==> src/rtl/alu_cmp_pkg.sv <==
package alu_cmp_pkg;

    typedef enum logic [3:0] {
        OP_ADD  = 4'd0,
        OP_SUB  = 4'd1,
        OP_AND  = 4'd2,
        OP_OR   = 4'd3,
        OP_XOR  = 4'd4,
        OP_NOT  = 4'd5,
        OP_MOV  = 4'd6,
        OP_SHL  = 4'd7,
        OP_SHR  = 4'd8,
        OP_CMP  = 4'd9,
        OP_BR   = 4'd10,
        OP_HALT = 4'd11
    } alu_op_e;

    typedef enum logic [2:0] {
        CND_ALWAYS = 3'd0,
        CND_EQ     = 3'd1,
        CND_NE     = 3'd2,
        CND_GT     = 3'd3,
        CND_LT     = 3'd4
    } br_cond_e;

    typedef struct packed {
        logic eq;
        logic gt;
        logic lt;
    } cmp_flags_t;

    // Operations whose result is meant for the register file.
    function automatic logic op_writes(input logic [3:0] op);
        logic w;
        case (op)
            OP_ADD, OP_SUB, OP_AND, OP_OR, OP_XOR,
            OP_NOT, OP_MOV, OP_SHL, OP_SHR: w = 1'b1;
            default:                        w = 1'b0;
        endcase
        return w;
    endfunction

    function automatic logic op_is_arith(input logic [3:0] op);
        return (op == OP_ADD) || (op == OP_SUB) || (op == OP_SHL) || (op == OP_SHR);
    endfunction

endpackage

==> src/rtl/alu_arith.sv <==
module alu_arith
    import alu_cmp_pkg::*;
#(
    parameter int WIDTH = 16
) (
    input  logic [3:0]       op_i,
    input  logic [WIDTH-1:0] a_i,
    input  logic [WIDTH-1:0] b_i,
    output logic [WIDTH-1:0] res_o
);
    localparam int SHW = (WIDTH > 1) ? $clog2(WIDTH) : 1;
    localparam logic [WIDTH-1:0] LIMIT = WIDTH'(WIDTH);

    logic             too_far;
    logic [SHW-1:0]   amt;
    logic [WIDTH-1:0] sum, diff, shl, shr;

    assign too_far = (b_i >= LIMIT);
    assign amt     = b_i[SHW-1:0];
    assign sum     = a_i + b_i;
    assign diff    = a_i - b_i;
    assign shl     = too_far ? '0 : (a_i << amt);
    assign shr     = too_far ? '0 : (a_i >> amt);

    always_comb begin
        case (op_i)
            OP_ADD:  res_o = sum;
            OP_SUB:  res_o = diff;
            OP_SHL:  res_o = shl;
            OP_SHR:  res_o = shr;
            default: res_o = '0;
        endcase
    end
endmodule

==> src/rtl/alu_logic.sv <==
module alu_logic
    import alu_cmp_pkg::*;
#(
    parameter int WIDTH = 16
) (
    input  logic [3:0]       op_i,
    input  logic [WIDTH-1:0] a_i,
    input  logic [WIDTH-1:0] b_i,
    output logic [WIDTH-1:0] res_o
);
    for (genvar i = 0; i < WIDTH; i++) begin : g_bit
        always_comb begin
            case (op_i)
                OP_AND:  res_o[i] = a_i[i] & b_i[i];
                OP_OR:   res_o[i] = a_i[i] | b_i[i];
                OP_XOR:  res_o[i] = a_i[i] ^ b_i[i];
                OP_NOT:  res_o[i] = ~b_i[i];
                OP_MOV:  res_o[i] = b_i[i];
                default: res_o[i] = 1'b0;
            endcase
        end
    end
endmodule

==> src/rtl/cmp_latch.sv <==
module cmp_latch
    import alu_cmp_pkg::*;
#(
    parameter int WIDTH = 16
) (
    input  logic             clk,
    input  logic             rst,
    input  logic             upd_i,
    input  logic [WIDTH-1:0] a_i,
    input  logic [WIDTH-1:0] b_i,
    output cmp_flags_t       flags_o
);
    cmp_flags_t nxt;

    always_comb begin
        nxt.eq = (a_i == b_i);
        nxt.gt = (a_i > b_i);
        nxt.lt = (a_i < b_i);
    end

    always_ff @(posedge clk) begin
        if (rst)
            flags_o <= '0;
        else if (upd_i)
            flags_o <= nxt;
    end

    // at most one outcome is ever recorded
    p_flags_onehot_r5: assert property (@(posedge clk) disable iff (rst)
        $onehot0(flags_o));

    // an equal compare leaves only the equal flag set
    p_equal_recorded_r5: assert property (@(posedge clk) disable iff (rst)
        (upd_i && (a_i == b_i)) |=> (flags_o.eq && !flags_o.gt && !flags_o.lt));

    // without an enabled compare the flags hold
    p_flags_hold_r6: assert property (@(posedge clk) disable iff (rst)
        !upd_i |=> $stable(flags_o));
endmodule

==> src/rtl/branch_eval.sv <==
module branch_eval
    import alu_cmp_pkg::*;
(
    input  cmp_flags_t flags_i,
    input  logic [2:0] cond_i,
    output logic       take_o
);
    always_comb begin
        case (cond_i)
            CND_ALWAYS: take_o = 1'b1;
            CND_EQ:     take_o = flags_i.eq;
            CND_NE:     take_o = flags_i.gt | flags_i.lt;
            CND_GT:     take_o = flags_i.gt;
            CND_LT:     take_o = flags_i.lt;
            default:    take_o = 1'b0;
        endcase
    end
endmodule

==> src/rtl/alu_cmp_unit.sv <==
module alu_cmp_unit
    import alu_cmp_pkg::*;
#(
    parameter int WIDTH = 16
) (
    input  logic             clk,
    input  logic             rst,
    input  logic             en_i,
    input  logic [3:0]       op_i,
    input  logic [WIDTH-1:0] a_i,
    input  logic [WIDTH-1:0] b_i,
    input  logic [2:0]       cond_i,
    output logic [WIDTH-1:0] result_o,
    output logic             wr_en_o,
    output logic             take_o
);
    logic [WIDTH-1:0] arith_res, logic_res;
    cmp_flags_t       flags;
    logic             cmp_upd;

    assign cmp_upd = en_i && (op_i == OP_CMP);

    alu_arith #(.WIDTH(WIDTH)) u_arith (
        .op_i(op_i), .a_i(a_i), .b_i(b_i), .res_o(arith_res)
    );

    alu_logic #(.WIDTH(WIDTH)) u_logic (
        .op_i(op_i), .a_i(a_i), .b_i(b_i), .res_o(logic_res)
    );

    cmp_latch #(.WIDTH(WIDTH)) u_latch (
        .clk(clk), .rst(rst), .upd_i(cmp_upd),
        .a_i(a_i), .b_i(b_i), .flags_o(flags)
    );

    branch_eval u_branch (
        .flags_i(flags), .cond_i(cond_i), .take_o(take_o)
    );

    always_comb begin
        wr_en_o = op_writes(op_i);
        if (!wr_en_o)
            result_o = '0;
        else if (op_is_arith(op_i))
            result_o = arith_res;
        else
            result_o = logic_res;
    end

    // a compare never requests write-back
    p_cmp_no_write_r8: assert property (@(posedge clk) disable iff (rst)
        (op_i == OP_CMP) |-> !wr_en_o);

    // a non-writing operation drives a zero result
    p_quiet_result_r8: assert property (@(posedge clk) disable iff (rst)
        !wr_en_o |-> (result_o == '0));

    // the unconditional branch is always taken
    p_always_taken_r9: assert property (@(posedge clk) disable iff (rst)
        (cond_i == CND_ALWAYS) |-> take_o);

    // reserved conditions are never taken
    p_reserved_cond_r10: assert property (@(posedge clk) disable iff (rst)
        (cond_i > 3'd4) |-> !take_o);
endmodule

==> config.mk <==
export PLATFORM = sky130hd
export DESIGN_NAME = alu_cmp_unit
export DESIGN_NICKNAME = d
export VERILOG_FILES = /design/src/rtl/alu_cmp_pkg.sv /design/src/rtl/alu_arith.sv /design/src/rtl/alu_logic.sv /design/src/rtl/cmp_latch.sv /design/src/rtl/branch_eval.sv /design/src/rtl/alu_cmp_unit.sv
export SDC_FILE = /design/constraint.sdc
export NUM_CORES = 1
export LEC_CHECK = 0
export BUFFER_PORTS_ARGS = -buffer_cell sky130_fd_sc_hd__buf_4
export CAP_MARGIN = 20
export CORE_MARGIN = 4
export CORE_UTILIZATION = 57
export CTS_CLUSTER_SIZE = 10
export DETAILED_ROUTE_END_ITERATION = 8
export PLACE_DENSITY = 0.87
export SLEW_MARGIN = 20
export SYNTH_ARGS = -nofsm -noshare
export SYNTH_HDL_FRONTEND = slang
export SYNTH_SLANG_ARGS = --single-unit
export TNS_END_PERCENT = 10
==> constraint.sdc <==
create_clock -name clk -period 4 [get_ports clk]
set_input_delay 0.4 -clock clk [delete_from_list [all_inputs] [get_ports clk]]
set_output_delay 0.4 -clock clk [all_outputs]
set_load 0.005 [all_outputs]
Word-level counts from Yosys, hierarchy flattened
Memories as Yosys holds them, arrays and structs flattened.
Index checks and enable logic that the tools add are counted.
{ "word_totals": {"regBits": 3, "latch_bits": 0, "mem_bits_rw": 0, "romBits": 16, "inputBits": 42, "output_inout_bits": 18, "wordCells": 118, "memories": 1} }
{ "mem_list": {"columns": ["name", "depth", "width", "read_ports", "rd_ports_with_merged_regs", "write_ports", "line", "source"], "rows": [
  ["(name not given)", 16, 1, 1, 0, 0, "alu_cmp_pkg.sv:35", "case (op)"]
]} }
{ "op_classes": {"n_addsub": 2, "mul": 0, "div": 0, "order_cmp": 3, "eq_ne": 14, "shifts": 2, "mux": 22, "bitwise_logic": 65, "reduce_logical": 6} }
{ "op_table": {"columns": ["op", "count"], "rows": [
  ["1-bit one-hot mux with 5 select lines", 17],
  ["16-bit two-way mux", 4],
  ["16-bit one-hot mux with 4 select lines", 1],
  ["1-bit bitwise OR", 17],
  ["16-bit adder", 1],
  ["1-bit AND", 16],
  ["16-bit == test", 1],
  ["4-bit by 3-bit == test with 1-bit output, second input constant", 4],
  ["16-bit by 5-bit greater-or-equal comparator with 1-bit output, second input constant", 1],
  ["16-bit greater-than comparator", 1],
  ["16-bit < comparator", 1],
  ["1-bit NOT", 16],
  ["16-bit by 4-bit << shifter with 16-bit output", 1],
  ["16-bit by 4-bit >> shifter with 16-bit output", 1],
  ["16-bit subtractor", 1],
  ["1-bit bitwise XOR", 16],
  ["4-bit by 2-bit == test with 1-bit output, second input constant", 2],
  ["4-bit == test, second input constant", 2],
  ["3-bit by 2-bit == test with 1-bit output, second input constant", 2],
  ["4-bit by 1-bit == test with 1-bit output, second input constant", 1],
  ["4-bit logical NOT", 1],
  ["3-bit by 1-bit == test with 1-bit output, second input constant", 1],
  ["3-bit == test, second input constant", 1],
  ["3-bit logical NOT", 1],
  ["2 further kinds", 4]
]} }

Logic depth before layout (Yosys ltp)
Gate-level depths: netlist of run 1.
{ "logic_depth": {"depth_word": 6, "ltp_mapped": 12, "depth_no_buf": 11} }

Hierarchy
From an unflattened synthesis of run 1, not the netlist that was laid out.
{ "hier_totals": {"hier_cells": 711, "area_unflattened_um2": 5393.9} }
{ "by_module_without_submodules": {"columns": ["module", "n_inst", "cells_per_inst", "area_per_inst_um2", "seq_area_each_um2"], "rows": [
  ["alu_arith", 1, 330, 2642.5, 0.0],
  ["alu_logic", 1, 161, 1176.1, 0.0],
  ["alu_cmp_unit", 1, 151, 1016.0, 0.0],
  ["cmp_latch", 1, 64, 519.2, 60.1],
  ["branch_eval", 1, 5, 40.0, 0.0]
]} }

Worst setup path before layout of run 1
OpenSTA, ideal clock, no wires.
{ "synth_timing": {"path_type": "input-to-output", "from": "input b_i[2]", "to": "output result_o[15]", "arrival_ns": 2.825, "required_ns": 3.600, "setup_slack_ns": 0.775, "path_stages": 12, "n_path_buf": 3, "cell_sequence": "clkbuf_1 -> clkinv_1 -> buf_1 -> ha_1 -> buf_2 -> nand2b_1 -> o211ai_1 -> a2111oi_1 -> or2_2 -> a2111oi_0 -> a211oi_1 -> o22ai_1"} }
{ "synth_between": {"elab_chain_len": 5, "word_cells_on_any_way": 10, "cone_classes": "add/sub: 2; order compare: 1; shift: 2; mux: 5"} }
{ "synth_rtl": {"columns": ["item", "line", "source"], "rows": [
  ["start: declaration", "alu_cmp_unit.sv:11", "input logic [WIDTH-1:0] b_i,"],
  ["16-bit by 5-bit greater-or-equal comparator with 1-bit output (tied with other cells)", "alu_arith.sv:18", "assign too_far = (b_i >= LIMIT);"],
  ["16-bit two-way mux (on tied branches)", "alu_arith.sv:23, alu_arith.sv:22", null],
  ["16-bit one-hot mux with 4 select lines *", "alu_arith.sv:26", "case (op_i)"],
  ["16-bit two-way mux *", "alu_cmp_unit.sv:44", "else if (op_is_arith(op_i))"],
  ["16-bit two-way mux *", "alu_cmp_unit.sv:42", "if (!wr_en_o)"],
  ["end: declaration", "alu_cmp_unit.sv:13", "output logic [WIDTH-1:0] result_o,"]
]} }
Mark *: on every way between the ends. The rest lies on a longest branch, timed or not.

Final worst setup path of run 1
Same ends and word-level chain as after synthesis.

==> results.txt, run 1 <==
Worst Clk Skew -> 0 ns
Sequential Power Share -> 4.3%
Mapped Cells -> 656
Synth Cell Area -> 4350 um^2
Max reg flops -> 3
Top Family by Delay on Critical Path -> compound AO/OA/AOI/OAI gates
Top reg by flops -> u_latch.flags_o
Peak VDD IR -> 0.104 mV
Critical path class -> primary input to output pin
# clock sinks -> 3
Yosys warnings -> 0
Antenna diodes -> 0
CTS tree -> done
Final Hold Viols -> 0
WP data required -> 3.60 ns
Pleak -> 2.16 nW
Outcome -> finished clean
#FFs+latches synth -> 3
DR iter-0 viols -> 538
Mapped Avg Cell Area -> 6.63 um^2
Die height -> 95.3 um
Number of global-route vias before repair -> 4932
Port Buffers -> 59
P_int -> 0.000339 W
CP max-delay cell -> a2111oi_1
Largest stage delay, worst path -> 0.66 ns
DIE WIDTH -> 95.3 um
Clock Pin Slew Worst Setup and Hold Paths -> 0.04 ns
Worst skew pair latency -> 0.22 ns
Most frequent CP cell -> buf_4
Rows -> 31
All-Layer GR Usage -> 36.9%
Final Cycle Share -> 89.6%
H-tree depth -> 1
Syn nets -> 752
F_max -> 0.279 GHz
Layout cells sized above 1 -> 15.0%
P per Cell Area -> 149 nW/um^2
DRT Pass-1 Iters -> 6
Distinct cells, synth -> 68
GPL Wtd Cong -> 1.04
Worst Setup Start Kind -> primary input
Minimum hold slack -> 0.354 ns
Synth async-reset ratio -> 0%
Drt total wl -> 16.9 mm
RR Endpoint -> u_latch.flags_o[1]
Worst rel slew slack -> 28.3%
Sw Ratio -> 53.2%
WP buf/inv -> 3
Hold crit path type -> primary input to flip-flop
Core area -> 7330 um^2
Routed Antenna Nets -> 0
Top Registers -> u_latch.flags_o (3)
Grt total ovfl -> 0
Largest net degree at the start of global routing -> 43
DRC viols -> 0
Worst path cell trace -> buf_4 > clkinv_1 > ha_1 > nand2b_1 > o211ai_1 > a2111oi_1 > or2_2 > a2111oi_0 > a211oi_1 > o22ai_1 > buf_4
Crit path capture type -> output pin
Post-synth top flop -> dfxtp_1
NetSw -> 0.000385 W
Syn-to-layout area delta -> 11.5%
Starting Density -> 59.3%
Setup TNS -> 0 ns
CTS buffer count -> 3
CTS resizes -> 0
Crit-path max FO -> 36
Via density -> 6.84
Clock power frac -> 12.7%
Worst Tran Pin Value -> 1.07 ns
RSZ-0062 raised after global routing -> no
DP HPWL -> 13.1 mm
Initial antenna violation count -> 0
Post CTS Setup Buffer Count -> 0
DR vias -> 5363
Hold Startpoint -> rst
Routed WL per cell -> 21.6 um
Layout net count -> 782
Clock Tree Buf Depth -> 2
Crit Reg-Reg Startpoint -> u_latch.flags_o[1]
Number of max-cap violations -> 0
First-pass GRT wire length -> 26.1 mm
CP Data Arrival Time -> 3.18 ns
Post-synthesis sequential area ratio -> 1.38%
Gate power share -> 83.0%
EDFF count, synth -> 0
Worst Hold Path Cells -> 2
FF-to-FF path depth -> 2
Root Driver -> clkbuf_8
WHS Endpoint -> u_latch.flags_o[1]
Die ar. -> 9090 um^2
Minimum clock period -> 3.58 ns
Hold buffers post-CTS -> 0
Max Transition Viols Final -> 0
Flop2flop setup slack -> 3.42 ns
Final setup vio count -> 0
Fill cell count -> 680
# IOs -> 60
worst max-delay path by stage:
stage           start      endpoint  slack, ns  cells after the start
2_1_floorplan  b_i[2]  result_o[15]       0.77                     12
3_3_place_gp   b_i[2]  result_o[15]       0.56                     11
3_5_place_dp   b_i[2]  result_o[15]       0.50                     11
4_1_cts        b_i[2]  result_o[15]       0.49                     11
5_1_grt        b_i[2]  result_o[15]       0.29                     11
6_report       b_i[2]  result_o[15]       0.42                     11
layer usage:
layer | GRT usage, % | part of all wire (%) | vias to the layer above
li1 | - | - | 2484
met1 | 48.8 | 40 | 2484
met2 | 62.6 | 47 | 342
met3 | 4.03 | 9.6 | 53
met4 | 11.5 | 3.2 | 0
met5 | 0 | 0 | -
per-stage QoR:
| step | power, W | util (%) | std cells | setup slack, ns | area, um^2 |
|---|---|---|---|---|---|
| 2_1_floorplan | 0.000411 | - | 656 | 0.775 | 4350 |
| 3_3_place_gp | 0.000601 | 65.5 | 780 | 0.559 | 4800 |
| 3_5_place_dp | 0.000611 | 65.5 | 780 | 0.502 | 4800 |
| 4_1_cts | 0.000705 | 66.2 | 784 | 0.490 | 4850 |
| 5_1_grt | 0.000775 | 66.2 | 784 | 0.287 | 4850 |
| 6_report | 0.000724 | 66.2 | 784 | 0.417 | 4850 |
final cells by class:
| cell class | count | area, um^2 | share of cell area [%] |
|---|---|---|---|
| Clock buffer | 4 | 45.0 | 0.929 |
| Inverter | 52 | 195 | 4.02 |
| Multi-Input combinational cell | 556 | 3900 | 80.4 |
| Sequential cell | 3 | 60.1 | 1.24 |
| Tap cell | 99 | 124 | 2.55 |
| Timing Repair Buffer | 70 | 526 | 10.8 |
synth_stat cells (5+ instances only):
master	n	area, um^2
mux2i_1	31	310
inv_1	50	188
o221ai_1	6	52.6
a221oi_1	11	96.3
nor2_1	74	278
or2_2	6	37.5
a21oi_1	48	240
and3_1	5	31.3
clkbuf_1	28	105
and2_1	5	31.3
a211oi_1	8	60.1
ha_1	52	651
a22oi_1	5	37.5
nand2b_1	8	50.1
mux2_2	8	90.1
nor2b_1	10	62.6
o211ai_1	10	75.1
o21a_1	7	52.6
nand3_1	13	65.1
nand2_1	56	210
a21o_1	7	52.6
a221o_1	7	70.1
buf_2	13	65.1
mux4_2	10	225
o22ai_1	6	37.5
nor3_1	12	60.1
a2111oi_0	7	61.3
nor4_1	9	56.3
o21ai_0	67	335
a31oi_1	12	75.1
or3_1	7	43.8
power groups by stage:
| stage | registers [W] | logic [W] | clock network [W] |
|---|---|---|---|
| 2_1_floorplan | 0.0000313 | 0.000380 | 0 |
| 4_1_cts | 0.0000310 | 0.000583 | 0.0000908 |
| 5_1_grt | 0.0000310 | 0.000651 | 0.0000928 |
| 6_report | 0.0000310 | 0.000601 | 0.0000921 |
| 3_3_place_gp | 0.0000314 | 0.000570 | 0 |
| 3_5_place_dp | 0.0000314 | 0.000580 | 0 |
layout by cell type, fill, tap and decap left out, drive strengths merged, types with 8 or more instances in the layout:
cell and instances:
nor2 74, inv 51, ha 52, or2 8, nand2 56, o211ai 10, a211oi 8, buf 70
mux4 10, nand3 13, mux2 8, nor2b 10, o21ai 69, nor4 9, nor3 12, a21oi 48
a31oi 12, mux2i 31, a2111oi 8, a221oi 12, nand2b 8
logic make-up after synthesis:
family	count (synthesis)	share of synthesized area, %
compound gates	236	35.7
mux	49	14.4
flops	3	1.38
simple gates	213	22.6
xor+xnor	4	0.806
buf+inv	97	9.18
fa+ha+maj	54	15.9
Note: power is estimated with default switching activity, not from simulation.
==> run 2: changes to the inputs <==
Settings changed: CORE_ASPECT_RATIO from default to 2.
==> run 2 against run 1 <==
Die area up 0.93%. Cell area up 0.72%. Clock power up 70%. Non-clock buffer count up 2. Sequential share of layout area about the same. Global-route usage up 1.9 points. Worst setup slack better by 0.18 ns. First-iteration DRC count up 27%. Largest cell class unchanged. Largest power group unchanged.
==> results.txt, run 2 (same netlist as run 1, synthesis figures left out) <==
All-Layer GR Usage -> 38.8%
DRC viols -> 0
Final Hold Viols -> 0
Die ar. -> 9170 um^2
Top reg by flops -> u_latch.flags_o
CTS buffer count -> 3
CTS tree -> done
GPL Wtd Cong -> 1.08
Most frequent cells in the layout -> nor2_1, buf_4, o21ai_0
Crit path capture type -> output pin
RSZ-0062 raised after global routing -> no
Place WS -> 0.649 ns
Crit-path max FO -> 6
Top Registers -> u_latch.flags_o (3)
DR iter-0 viols -> 684
Layout cells sized above 1 -> 15.1%
Peak VDD IR -> 0.113 mV
Antenna diodes -> 0
NetSw -> 0.000401 W
CP max-delay cell -> fa_1
Gate power share -> 76.7%
Setup TNS -> 0 ns
P per Cell Area -> 165 nW/um^2
Number of global-route vias before repair -> 5465
Worst Setup Slack, final -> 0.596 ns
Sequential Power Share -> 3.9%
Grt total ovfl -> 0
Via density -> 7.15
Commonest non-fill, non-tap cell in the layout -> nor2_1
Minimum clock period -> 3.40 ns
Worst skew pair latency -> 0.22 ns
Pleak -> 2.18 nW
Max Transition Viols Final -> 0
Port Buffers -> 59
Die height -> 132 um
# IOs -> 60
Max reg flops -> 3
Final Cycle Share -> 85.1%
Largest net degree at the start of global routing -> 43
DIE WIDTH -> 69.8 um
CP Data Arrival Time -> 3.00 ns
Clock Pin Slew Worst Setup and Hold Paths -> 0.03 ns
F_max -> 0.294 GHz
Number of max-cap violations -> 0
Power, Total -> 0.000804 W
Syn-to-layout area delta -> 12.3%
Worst Clk Skew -> 0 ns
First-pass GRT wire length -> 28.7 mm
Worst path cell trace -> buf_4 > inv_1 > ha_1 > inv_1 > fa_1 > nor2b_1 > o211ai_1 > a21boi_0 > nor3_1 > a21oi_1 > o2bb2ai_1 > a22oi_1 > buf_4
Clock power frac -> 19.5%
Drt total wl -> 18.5 mm
Fin util -> 66.7%
Worst Tran Pin Value -> 0.743 ns
# clock sinks -> 3
Hold crit path type -> primary input to flip-flop
Starting Density -> 59.4%
Worst Setup Start Kind -> primary input
Worst rel slew slack -> 49.9%
Largest stage delay, worst path -> 0.44 ns
H-tree depth -> 1
Rows -> 44
Routed WL per cell -> 23.8 um
CTS resizes -> 0
DR vias -> 5566
Layout net count -> 784
Critical path class -> primary input to output pin
DRT Pass-1 Iters -> 8
Outcome -> finished clean
DP HPWL -> 14.4 mm
Initial antenna violation count -> 0
Root Driver -> clkbuf_16
P_int -> 0.000403 W
Sw Ratio -> 49.9%
Minimum hold slack -> 0.354 ns
WP data required -> 3.60 ns
Final setup vio count -> 0
Routed Antenna Nets -> 0
Core area -> 7320 um^2
Clock Tree Buf Depth -> 2
Hold buffers post-CTS -> 0
Post CTS Setup Buffer Count -> 0
-- run 2: cell types whose count changed in the layout (fill, tap and decap cells not counted), sizes merged --
cell	previous run	this run
buf	70	72
-- run 2: worst paths after layout --
| path | start | endpoint | slack (ns) | cells after the start |
|---|---|---|---|---|
| worst max register to register | u_latch.flags_o[2] | u_latch.flags_o[2] | 3.41 | 2 |
| worst min-delay path | rst | u_latch.flags_o[1] | 0.35 | 2 |
| worst max-delay path | a_i[0] | result_o[12] | 0.60 | 13 |
| worst min register to register | u_latch.flags_o[1] | u_latch.flags_o[1] | 0.47 | 2 |
-- run 2: layer usage --
| metal | track usage [%] | up-vias | part of all wire (%) |
|---|---|---|---|
| met4 | 29.9 | 0 | 9.3 |
| met5 | 0 | - | 0 |
| met2 | 70.2 | 375 | 50 |
| met3 | 3.90 | 130 | 6.8 |
| li1 | - | 2486 | - |
| met1 | 39.7 | 2575 | 34 |
-- run 2: area by class of cell --
cell class | instances | area (um^2)
repair buffers | 72 | 541
well taps | 92 | 115
flip-flops and latches | 3 | 60.1
fillers | 722 | 2440
inverters | 52 | 195
multi-input cells | 556 | 3890
clock buffers | 4 | 78.8
-- run 2: stage by stage --
step	cell area [um^2]	instances
global route	4880	779
CTS	4880	779
global placement	4810	775
finish	4880	779
floorplan	4350	656
detailed placement	4810	775
-- run 2: power groups by stage --
stage | Clock, W | Sequential (W) | Combinational (W)
6_report | 0.000157 | 0.0000310 | 0.000616
5_1_grt | 0.000161 | 0.0000311 | 0.000662
4_1_cts | 0.000159 | 0.0000310 | 0.000596
3_5_place_dp | 0 | 0.0000314 | 0.000593
3_3_place_gp | 0 | 0.0000313 | 0.000580
2_1_floorplan | 0 | 0.0000313 | 0.000380
-- run 2: critical path, delay by kind of cell --
family | cells | cell delay (ns)
AND/OR/NAND/NOR | 2 | 0.52
adder cells (fa/ha/maj) | 2 | 0.65
buffers and inverters | 4 | 0.45
AO/OA/AOI/OAI | 5 | 1.00
==> run 3: changes to the inputs <==
Settings changed: CORE_MARGIN 4 to 1.5, PLACE_DENSITY 0.87 to 0.83.
==> run 3 against run 2 <==
Clock power is 4% higher. Clock skew did not move. Total power up 2.2%. Wire length increased by 1.9%. Worst setup slack lost 0.029 ns. Maximum frequency shrank 0.83%. Cell area up 0.77%. Flip-flop and latch count unchanged. Worst hold slack gained 0.0028 ns. The flow now finishes with violations (DRC). Non-clock buffer count rose by 5. Die area down 11%. Core utilization is 0.51 points higher.
==> results.txt, run 3 (same netlist as run 1, synthesis figures left out) <==
Outcome -> complete, but fails checks
Failing checks -> DRC
DR iter-0 viols -> 871
Post CTS Setup Buffer Count -> 0
Layout cells sized above 1 -> 15.8%
Hold Startpoint -> rst
Top Registers -> u_latch.flags_o (3)
Final Hold Viols -> 0
Sw Ratio -> 50.3%
Drt total wl -> 18.9 mm
Worst Clk Skew -> 0 ns
Worst rel slew slack -> 36.1%
Hold buffers post-CTS -> 0
P_int -> 0.000408 W
Die ar. -> 8190 um^2
Root Driver -> clkbuf_16
FF-to-FF path depth -> 2
Clock power frac -> 20.0%
Peak VDD IR -> 0.0918 mV
CTS buffer count -> 3
First-pass GRT wire length -> 29.0 mm
DP HPWL -> 14.8 mm
Commonest non-fill, non-tap cell in the layout -> buf_4
GPL Wtd Cong -> 1.07
Storage cell area -> 60.1 um^2
CTS tree -> done
Syn-to-layout area delta -> 13.2%
DRC viols -> 3
Pleak -> 2.20 nW
CP Data Arrival Time -> 3.03 ns
Clock Tree Buf Depth -> 2
Worst Hold Path Cells -> 2
Routed WL per cell -> 24.1 um
CTS resizes -> 0
Port Buffers -> 59
F_max -> 0.291 GHz
Number of max-cap violations -> 0
Layout net count -> 789
Place WS -> 0.648 ns
H-tree depth -> 1
# clock sinks -> 3
Worst Setup Slack, final -> 0.568 ns
Most frequent cells in the layout -> buf_4, nor2_1, o21ai_0
Worst Tran Pin Value -> 0.950 ns
Die height -> 127 um
Worst Setup SP -> b_i[14]
Number of global-route vias before repair -> 5480
Final Cycle Share -> 85.8%
DRT Pass-1 Iters -> 9
Setup TNS -> 0 ns
Initial antenna violation count -> 0
Worst Setup Start Kind -> primary input
Starting Density -> 59.4%
Crit path capture type -> output pin
Clock Pin Slew Worst Setup and Hold Paths -> 0.03 ns
P per Cell Area -> 167 nW/um^2
DIE WIDTH -> 64.8 um
Top reg by flops -> u_latch.flags_o
Crit Reg-Reg Startpoint -> u_latch.flags_o[1]
Rows -> 44
Minimum clock period -> 3.43 ns
# IOs -> 60
Max reg flops -> 3
Routed Antenna Nets -> 0
DR vias -> 5652
Worst skew pair latency -> 0.23 ns
All-Layer GR Usage -> 45.9%
Critical path class -> primary input to output pin
Max Transition Viols Final -> 0
NetSw -> 0.000413 W
Hold crit path type -> primary input to flip-flop
Gate power share -> 76.2%
Fill cell count -> 696
Sequential Power Share -> 3.8%
Final setup vio count -> 0
Antenna diodes -> 0
Largest net degree at the start of global routing -> 43
Crit-path max FO -> 11
WP data required -> 3.60 ns
Core area -> 7320 um^2
Via density -> 7.21
Grt total ovfl -> 0
Multi-input gate area -> 3890 um^2
RSZ-0062 raised after global routing -> no
[run 3: power groups by stage]
| stage | Clock [W] | Combinational, W | Sequential, W |
|---|---|---|---|
| 2_1_floorplan | 0 | 0.000380 | 0.0000313 |
| 3_3_place_gp | 0 | 0.000591 | 0.0000314 |
| 3_5_place_dp | 0 | 0.000601 | 0.0000314 |
| 4_1_cts | 0.000160 | 0.000605 | 0.0000310 |
| 5_1_grt | 0.000162 | 0.000668 | 0.0000310 |
| 6_report | 0.000164 | 0.000626 | 0.0000310 |
[run 3: layout make-up]
cell class / instances / share of cell area, %
timing repair buffer: 77 / 11.7
clock buffer: 4 / 1.60
inverter: 52 / 3.97
sequential: 3 / 1.22
multi-input combinational: 556 / 79.1
tap: 92 / 2.34
[run 3: worst max-delay path: stages]
cell,delay (ns)
buf_4,0.13
nor4_1,0.82
nand3_1,0.20
buf_4,0.24
nor2_1,0.27
nand2_1,0.20
nor2_1,0.24
a221oi_1,0.14
a31oi_1,0.24
buf_4,0.14
[run 3: through the flow]
| stage | utilization, % | std cells | hold WS (ns) | power [W] | instance area, um^2 |
|---|---|---|---|---|---|
| 2_1_floorplan | - | 656 | 0.425 | 0.000411 | 4350 |
| 3_3_place_gp | 66.1 | 780 | 0.448 | 0.000622 | 4840 |
| 3_5_place_dp | 66.1 | 780 | 0.466 | 0.000633 | 4840 |
| 4_1_cts | 67.2 | 784 | 0.356 | 0.000796 | 4920 |
| 5_1_grt | 67.2 | 784 | 0.365 | 0.000861 | 4920 |
| 6_report | 67.2 | 784 | 0.357 | 0.000821 | 4920 |
[run 3: final timing paths]
kind                                            to  slack (ns)
worst min register to register  u_latch.flags_o[1]        0.49
worst max-delay path                  result_o[13]        0.57
worst min-delay path            u_latch.flags_o[2]        0.36
worst max register to register  u_latch.flags_o[1]        3.39
[run 3: per-layer routing]
| metal | vias to the layer above | global-route usage, % | share of wire (%) |
|---|---|---|---|
| met5 | - | 0 | 0 |
| met1 | 2592 | 46.7 | 32 |
| met3 | 147 | 7.18 | 7.7 |
| met4 | 0 | 35.8 | 9.9 |
| met2 | 417 | 80.7 | 50 |
| li1 | 2496 | - | - |
